<file path="src/rtl/updn_ctr_pkg.sv">
package updn_ctr_pkg;

    typedef enum logic [1:0] {
        MODE_TIMER = 2'b00,
        MODE_PAIR  = 2'b01,
        MODE_PHASE = 2'b10,
        MODE_IDLE  = 2'b11
    } mode_e;

    // packed from MSB: mode[5:4], sel[3:2], gate_role[1], start[0]
    typedef struct packed {
        mode_e      mode;
        logic [1:0] sel;
        logic       gate_role;
        logic       start;
    } cfg_t;

    localparam int CFG_W   = $bits(cfg_t);
    localparam int NPINS   = 3;
    localparam int IDX_A   = 0;
    localparam int IDX_B   = 1;
    localparam int IDX_C   = 2;

    localparam logic [1:0] SEL_OFF  = 2'b00;
    localparam logic [1:0] SEL_LOW  = 2'b01;
    localparam logic [1:0] SEL_HIGH = 2'b10;
    localparam logic [1:0] SEL_BAD  = 2'b11;

endpackage

</file>
<file path="src/rtl/updn_ctr_sync.sv">
module updn_ctr_sync #(
    parameter int N = 3
) (
    input  logic         clk_i,
    input  logic         rst_ni,
    input  logic [N-1:0] pin_i,
    output logic [N-1:0] lvl_o,
    output logic [N-1:0] rise_o,
    output logic [N-1:0] fall_o
);

    typedef struct packed {
        logic [N-1:0] s1;
        logic [N-1:0] s2;
        logic [N-1:0] hist;
    } sync_t;

    sync_t st_d, st_q;

    always_comb begin
        st_d      = st_q;
        st_d.s1   = pin_i;
        st_d.s2   = st_q.s1;
        st_d.hist = st_q.s2;
    end

    always_ff @(posedge clk_i) begin
        if (!rst_ni) begin
            st_q <= '0;
        end else begin
            st_q <= st_d;
        end
    end

    for (genvar i = 0; i < N; i++) begin : g_edge
        assign lvl_o[i]  = st_q.s2[i];
        assign rise_o[i] = st_q.s2[i] & ~st_q.hist[i];
        assign fall_o[i] = ~st_q.s2[i] & st_q.hist[i];
    end

endmodule

</file>
<file path="src/rtl/updn_ctr_evt.sv">
module updn_ctr_evt
    import updn_ctr_pkg::*;
(
    input  cfg_t             cfg_i,
    input  logic [NPINS-1:0] lvl_i,
    input  logic [NPINS-1:0] rise_i,
    input  logic [NPINS-1:0] fall_i,
    output logic             inc_o,
    output logic             dec_o,
    output logic             clr_o
);

    logic gate_ok;
    logic run;

    always_comb begin
        // gate role: only the two legal level codes ever open the gate
        if (cfg_i.gate_role) begin
            unique case (cfg_i.sel)
                SEL_LOW:  gate_ok = ~lvl_i[IDX_C];
                SEL_HIGH: gate_ok = lvl_i[IDX_C];
                default:  gate_ok = 1'b0;
            endcase
        end else begin
            gate_ok = 1'b1;
        end

        // clear role: edge select, codes 00 and 11 never clear
        clr_o = 1'b0;
        if (!cfg_i.gate_role) begin
            unique case (cfg_i.sel)
                SEL_LOW:  clr_o = fall_i[IDX_C];
                SEL_HIGH: clr_o = rise_i[IDX_C];
                default:  clr_o = 1'b0;
            endcase
        end

        run   = cfg_i.start & gate_ok;
        inc_o = 1'b0;
        dec_o = 1'b0;
        unique case (cfg_i.mode)
            MODE_TIMER: begin
                inc_o = run;
            end
            MODE_PAIR: begin
                inc_o = run & rise_i[IDX_A] & ~rise_i[IDX_B];
                dec_o = run & rise_i[IDX_B] & ~rise_i[IDX_A];
            end
            MODE_PHASE: begin
                inc_o = run & rise_i[IDX_A] & ~lvl_i[IDX_B];
                dec_o = run & rise_i[IDX_A] & lvl_i[IDX_B];
            end
            default: begin
                inc_o = 1'b0;
                dec_o = 1'b0;
            end
        endcase
    end

endmodule

</file>
<file path="src/rtl/updn_ctr.sv">
module updn_ctr
    import updn_ctr_pkg::*;
#(
    parameter int W = 16
) (
    input  logic         clk_i,
    input  logic         rst_ni,
    input  logic         cfg_we_i,
    input  logic [5:0]   cfg_wdata_i,
    input  logic         trk_a_i,
    input  logic         trk_b_i,
    input  logic         ctl_i,
    output logic [W-1:0] count_o,
    output logic         dir_o,
    output logic         ovf_o,
    output logic         udf_o,
    output logic         bad_sel_o
);

    localparam logic [W-1:0] CNT_MAX = {W{1'b1}};
    localparam logic [W-1:0] CNT_ONE = W'(1);

    typedef struct packed {
        logic [W-1:0] count;
        logic         dir;
        logic         ovf;
        logic         udf;
        logic         bad;
        cfg_t         cfg;
    } state_t;

    state_t st_d, st_q;

    logic [NPINS-1:0] pins;
    logic [NPINS-1:0] lvl;
    logic [NPINS-1:0] rise;
    logic [NPINS-1:0] fall;
    logic             inc_w;
    logic             dec_w;
    logic             clr_w;

    assign pins[IDX_A] = trk_a_i;
    assign pins[IDX_B] = trk_b_i;
    assign pins[IDX_C] = ctl_i;

    updn_ctr_sync #(
        .N(NPINS)
    ) u_sync (
        .clk_i  (clk_i),
        .rst_ni (rst_ni),
        .pin_i  (pins),
        .lvl_o  (lvl),
        .rise_o (rise),
        .fall_o (fall)
    );

    updn_ctr_evt u_evt (
        .cfg_i  (st_q.cfg),
        .lvl_i  (lvl),
        .rise_i (rise),
        .fall_i (fall),
        .inc_o  (inc_w),
        .dec_o  (dec_w),
        .clr_o  (clr_w)
    );

    always_comb begin
        st_d     = st_q;
        st_d.ovf = 1'b0;
        st_d.udf = 1'b0;

        if (cfg_we_i) begin
            st_d.cfg = cfg_t'(cfg_wdata_i[CFG_W-1:0]);
        end

        if (st_q.cfg.sel == SEL_BAD) begin
            st_d.bad = 1'b1;
        end

        if (clr_w) begin
            st_d.count = '0;
        end else if (inc_w) begin
            st_d.count = st_q.count + CNT_ONE;
            st_d.dir   = 1'b0;
            st_d.ovf   = (st_q.count == CNT_MAX);
        end else if (dec_w) begin
            st_d.count = st_q.count - CNT_ONE;
            st_d.dir   = 1'b1;
            st_d.udf   = (st_q.count == '0);
        end
    end

    always_ff @(posedge clk_i) begin
        if (!rst_ni) begin
            st_q <= '0;
        end else begin
            st_q <= st_d;
        end
    end

    assign count_o   = st_q.count;
    assign dir_o     = st_q.dir;
    assign ovf_o     = st_q.ovf;
    assign udf_o     = st_q.udf;
    assign bad_sel_o = st_q.bad;

endmodule

</file>
<file path="config.mk">
export PLATFORM = sky130hd
export DESIGN_NAME = updn_ctr
export DESIGN_NICKNAME = d
export VERILOG_FILES = /design/src/rtl/updn_ctr_pkg.sv /design/src/rtl/updn_ctr_sync.sv /design/src/rtl/updn_ctr_evt.sv /design/src/rtl/updn_ctr.sv
export SDC_FILE = /design/constraint.sdc
export NUM_CORES = 1
export LEC_CHECK = 0
export BUFFER_PORTS_ARGS = -buffer_cell sky130_fd_sc_hd__clkbuf_2
export CORE_MARGIN = 2
export CORE_UTILIZATION = 57
export DETAILED_ROUTE_END_ITERATION = 10
export PLACE_DENSITY = 0.83
export SYNTH_ARGS = -nofsm -noshare
export SYNTH_HDL_FRONTEND = slang
export SYNTH_SLANG_ARGS = --single-unit
export TNS_END_PERCENT = 50
</file>
<file path="constraint.sdc">
create_clock -name clk_i -period 3.5 [get_ports clk_i]
set_input_delay 0.35 -clock clk_i [delete_from_list [all_inputs] [get_ports clk_i]]
set_output_delay 0.35 -clock clk_i [all_outputs]
set_load 0.1 [all_outputs]
</file>
# Yosys cells after proc, flatten, opt, wreduce, memory -nomap -nowiden
# Cells that the tools add are included.
[word_totals]
reg_bits = 35
latch_bits = 0
mem_bits_rw = 0
mem_bits_ro = 0
input_bits = 12
elab_cells = 57
mem_count = 0
[op_classes]
n_addsub = 2
mul = 0
div = 0
n_lt_le_gt_ge = 0
n_eq_ne = 6
shifts = 0
n_mux = 8
bitwise = 22
n_reduce_logical = 7
[ops]
columns = ["op", "count"]
rows = [
  ["$mux W17", 2],
  ["$add A16 B1 Y16 const B", 1],
  ["$eq A16 B16 Y1 const B", 1],
  ["$logic_not A16 Y1", 1],
  ["$sub A16 B1 Y16 const B", 1],
  ["$and A1 B1 Y1", 11],
  ["$not A1 Y1", 11],
  ["$eq A2 B2 Y1 const B", 3],
  ["$pmux W1 S2", 3],
  ["$eq A2 B1 Y1 const B", 2],
  ["$reduce_or A4 Y1", 1],
  ["$pmux W1 S3", 1],
  ["$reduce_or A3 Y1", 1],
  ["$logic_not A2 Y1", 1],
  ["$mux W1", 2],
  ["$reduce_and A2 Y1", 1],
  ["$reduce_bool A2 Y1", 1],
  ["$reduce_or A2 Y1", 1],
]

# Depth between registers and ports, before layout
[logic_depth]
ltp_word = 9
depth_mapped = 13
mapped_depth_nobuf = 13

# Cells and area by module
# From an unflattened synthesis, not the netlist that was laid out.
[hier_totals]
hier_cells = 265
hier_area_um2 = 2277.2
[by_module_without_submodules]
columns = ["mod", "instances", "cells_per_inst", "area_each_um2", "seq_area_each_um2"]
rows = [
  ["updn_ctr", 1, 216, 1805.5, 520.5],
  ["updn_ctr_sync", 1, 27, 296.5, 180.2],
  ["updn_ctr_evt", 1, 22, 175.2, 0.0],
]

# Worst setup path after synthesis
# Ideal clock, no wire load.
[synth_timing]
kind = "reg-to-reg"
from = "register st_q[4] in the netlist's numbering"
to = "register st_q (netlist bit count_o[14])"
setup_time_ps = 62
arrival_ps = 3137
path_slack_ps = 301
path_stages_with_launch = 14
period_less_slack_ps = 3199
path_cell_list = "dfxtp_1 inv_1 ha_1 nand2b_1 a211oi_1 o2111a_2 inv_1 ha_1 nor2b_1 o2111ai_1 nand3_1 and4_1 or4_1 nand3_1"
[synth_via]
elab_chain_cells = 3
word_cells_on_any_way = 7
classes_between = "eq/ne: 2; mux: 3; reduce/logical: 2"
[synth_rtl]
columns = ["element", "line_no", "text"]
rows = [
  ["start, declared", "updn_ctr.sv:32", "state_t st_d, st_q;"],
  ["start signal, assigned", "updn_ctr.sv:97", "st_q <= st_d;"],
  ["$eq A2 B2 Y1 (tied with other cells)", "updn_ctr_evt.sv:41", "unique case (cfg_i.mode)"],
  ["$pmux W1 S3 / $pmux W1 S2 (equally long branches)", "updn_ctr_evt.sv:41", ""],
  ["$mux W17 / $reduce_bool A2 Y1 (equally long branches)", "-", ""],
]
# Several ways; a longest one is shown, not always the timed one.
# A chain may end at the register's enable or synchronous reset.

# Worst setup path in the final report
[layout_timing]
from = "register st_q[4] in the netlist's numbering"
to = "register st_q (netlist bit count_o[13])"
# Same word-level chain as after synthesis.

==> key figures <==
Clocking
  • H-tree levels: 2
  • Clock insertion delay at the later pin of the skew report: 0.29 ns
  • TritonCTS clock tree: built
  • Sink Count: 35
  • Clk root buf: clkbuf_8
  • Worst-path clk slew: 0.08 ns
  • CTS buffer count: 5
  • Bufs on Longest Clock Path: 2

Logic synthesis
  • Post-Synth XOR/XNOR Area: 3.065%
  • Post-synth top area share: 30.65%
  • Syn Inst Count: 274
  • FF+latch count, synth: 35
  • Top_reg_cell synth: dfxtp_1
  • Simple-Gate Fraction of Synth Area: 24.79%
  • Count leader, synth: dfxtp_1
  • Mean area per synthesized cell: 8.343 um2
  • YS warnings: 0
  • Mux share of post-synthesis cell area: 3.996%
  • Top cells by count, synth: dfxtp_1, nand2_1, ha_1
  • Post-synth EDFFs: 0
  • Register area share after synthesis: 30.65%
  • Main combinational cell family by area after synthesis: simple AND/OR/NAND/NOR gates
  • Synth area leader: dfxtp_1
  • Syn_nets: 309
  • Async SR Flop Fraction: 0%
  • Synth Area in Compound Gates: 15.87%
  • Synth cell types: 44
  • Adder-cell share of the synthesized area: 12.92%
  • Syn Std Cell Area: 2286 um2
  • Synth top area cells: dfxtp_1, ha_1, buf_4, nand2_1, a21oi_1

Finish
  • Layout Cells excl Fill: 346
  • FF/Latch Area: 701.9 um2
  • Final Cell Area: 2555 um2
  • Fill cells: 336
  • Layout cells sized above 1: 18.58%
  • Area occupied by multi-input gates: 1408 um2
  • Area Overhead vs Synth: 11.77%
  • Diode count: 0
  • Nets: 331

Timing
  • Worst Skew: 0.006559 ns
  • Final WS setup: 0.1656 ns
  • Slew Limit Fails: 0
  • Crit share post-route: 95.27%
  • Fin. Hold Viols: 0
  • Final setup violation count: 0
  • Final min period: 3.334 ns
  • Top achievable clock speed: 299.9 MHz
  • WHS: 0.2629 ns
  • Worst Tran Pin Value: 0.6876 ns
  • Max-slew headroom: 54.05%

Detailed routing
  • Routed WL per cell: 14.48 um
  • Vias: 2037
  • Vias per Instance: 5.887
  • Drt initial violations: 116
  • DRT Pass-1 Iters: 5
  • Antenna Nets Post-Route: 0
  • Final wirelength: 5.009 mm
  • DRC: 0

Min path
  • HP Start: trk_b_i
  • Hold Path Class: in -> reg

Floorplan
  • Die ar.: 4533 um2
  • Chip Height: 67.33 um
  • Core Area: 3943 um2
  • Initial Utilization: 57.98%
  • Chip width: 67.33 um
  • Ports: 32
  • FP Rows: 23

Global route
  • Grt ovf: 0
  • Tot GR Track Use: 24.04%
  • First-pass GRT wire length: 8.307 mm
  • Vias in the first global route: 1896
  • Largest net degree at the start of global routing: 21
  • Antenna violations before repair: 0

Critical path
  • Setup crit end: count_o[13]
  • R2r endpoint: count_o[13]
  • Crit Path Max Fanout: 7
  • Critical path class: reg -> reg
  • Crit path arrival time: 3.57 ns
  • Crit end category: register
  • WP data required: 3.74 ns
  • Reg2reg start: st_q[4]
  • Worst setup SP type: register
  • Worst setup path start: st_q[4]
  • Reg2Reg Depth: 14
  • Reg2Reg Setup Slack: 0.17 ns

Flow run
  • # Max-Cap Violations: 0

Pwr
  • Leak Pwr: 1.118 nW
  • Max VDD drop: 0.2479 mV
  • Power Total: 0.001276 W
  • Pwr Density: 499.4 nW/um2

Place
  • Pre-CTS setup slack: 0.01988 ns
  • IO buf count: 31
  • Cells after DPL: 336
  • Routability cong.: 0.9015
  • Dpl hpwl: 3.613 mm
  • DP Area: 2387 um2

Run status
  • Outcome: finished, final reports clean
worst min-delay path by stage:
| stage | to | slack (ns) | depth (start not counted) |
|---|---|---|---|
| after floorplan | u_sync.lvl_o[0] | 0.41 | 1 |
| after global placement | u_sync.lvl_o[0] | 0.41 | 1 |
| after detailed placement | u_sync.lvl_o[0] | 0.43 | 1 |
| after CTS | u_sync.st_d[4] | 0.26 | 2 |
| after global routing | u_sync.st_d[3] | 0.27 | 2 |
| final | u_sync.st_d[4] | 0.26 | 2 |
logic make-up (layout without fill, tap and decap cells):
family / after synthesis / in the layout
AO/OA/AOI/OAI: 53 / 53
XOR/XNOR: 8 / 8
adder cells (fa/ha/maj): 23 / 23
buffers and inverters: 36 / 58
flip-flops: 35 / 35
multiplexers: 9 / 9
AND/OR/NAND/NOR: 110 / 110
sequential cells by signal, indices dropped and copies added (netlist names):
signal / count
ovf_o: 1
u_sync.st_q: 3
bad_sel_o: 1
u_sync.lvl_o: 3
st_q: 6
u_sync.st_d: 3
dir_o: 1
count_o: 16
udf_o: 1
layout by cell type, fill, tap and decap left out, types with 2 or more instances in the layout:
master	Yosys	routed
and3_1	4	4
nand2_1	25	25
clkbuf_8	0	5
o211ai_1	2	2
buf_4	16	7
or3_1	3	3
inv_1	12	11
nor2_1	18	18
and2_1	12	12
a41oi_1	2	2
o31a_1	2	2
ha_2	0	2
a211oi_1	6	5
a21oi_1	16	14
dfxtp_1	35	34
nor2b_1	3	3
nor3_1	7	7
o21bai_1	2	2
clkinvlp_4	0	2
nand3_1	13	13
a2111o_1	2	2
nand2b_1	4	4
nor4_1	4	4
a21o_1	5	5
o21ai_0	5	5
xor2_1	2	2
clkbuf_2	0	31
nand3b_1	3	3
or4_1	4	4
xnor2_1	6	6
ha_1	22	20
a21oi_2	0	2
nand4_1	9	9
mux2i_1	8	8
layout make-up:
class / count / share of cell area [%]
clock buffers: 5 / 2.693
clock inverters: 2 / 1.469
inverters: 12 / 1.910
multi-input cells: 203 / 55.09
flip-flops and latches: 35 / 27.47
well taps: 50 / 2.449
repair buffers: 39 / 8.913
through the flow:
step                utilization [%]  setup TNS [ns]
detailed placement            60.55               0
floorplan                         -               0
global placement              60.55               0
CTS                           64.04               0
global route                  64.80        -0.05045
finish                        64.80               0
critical path: stages, from the launching register on:
cell and delay, ns:
dfxtp_2 0.36, inv_1 0.07, ha_1 0.21, nand2b_1 0.15
a211oi_2 0.26, o2111a_2 0.31, clkinvlp_4 0.17, buf_4 0.20
ha_1 0.34, a21o_1 0.20, a21o_1 0.20, a21oi_2 0.15
a21oi_1 0.11, or4_1 0.47, nand3_1 0.07
routing by layer:
layer	part of all wire [%]	track usage [%]	up-vias
li1	-	-	1017
met1	46	29.51	954
met2	46	40.35	52
met3	5.0	4.000	14
met4	2.4	12.50	0
met5	0	0	-
where the power goes:
group          internal [W]  switching, W
clock              0.000208      0.000153
combinational      0.000162      0.000301
sequential         0.000422     0.0000298
repair_timing:
item,in CTS,in global routing
pin swaps,0,1
gates resized for setup,1,7
buffers inserted,2,1
endpoints found under the setup margin,1,7
hold buffers,0,0
(Power assumes the default switching activity.)
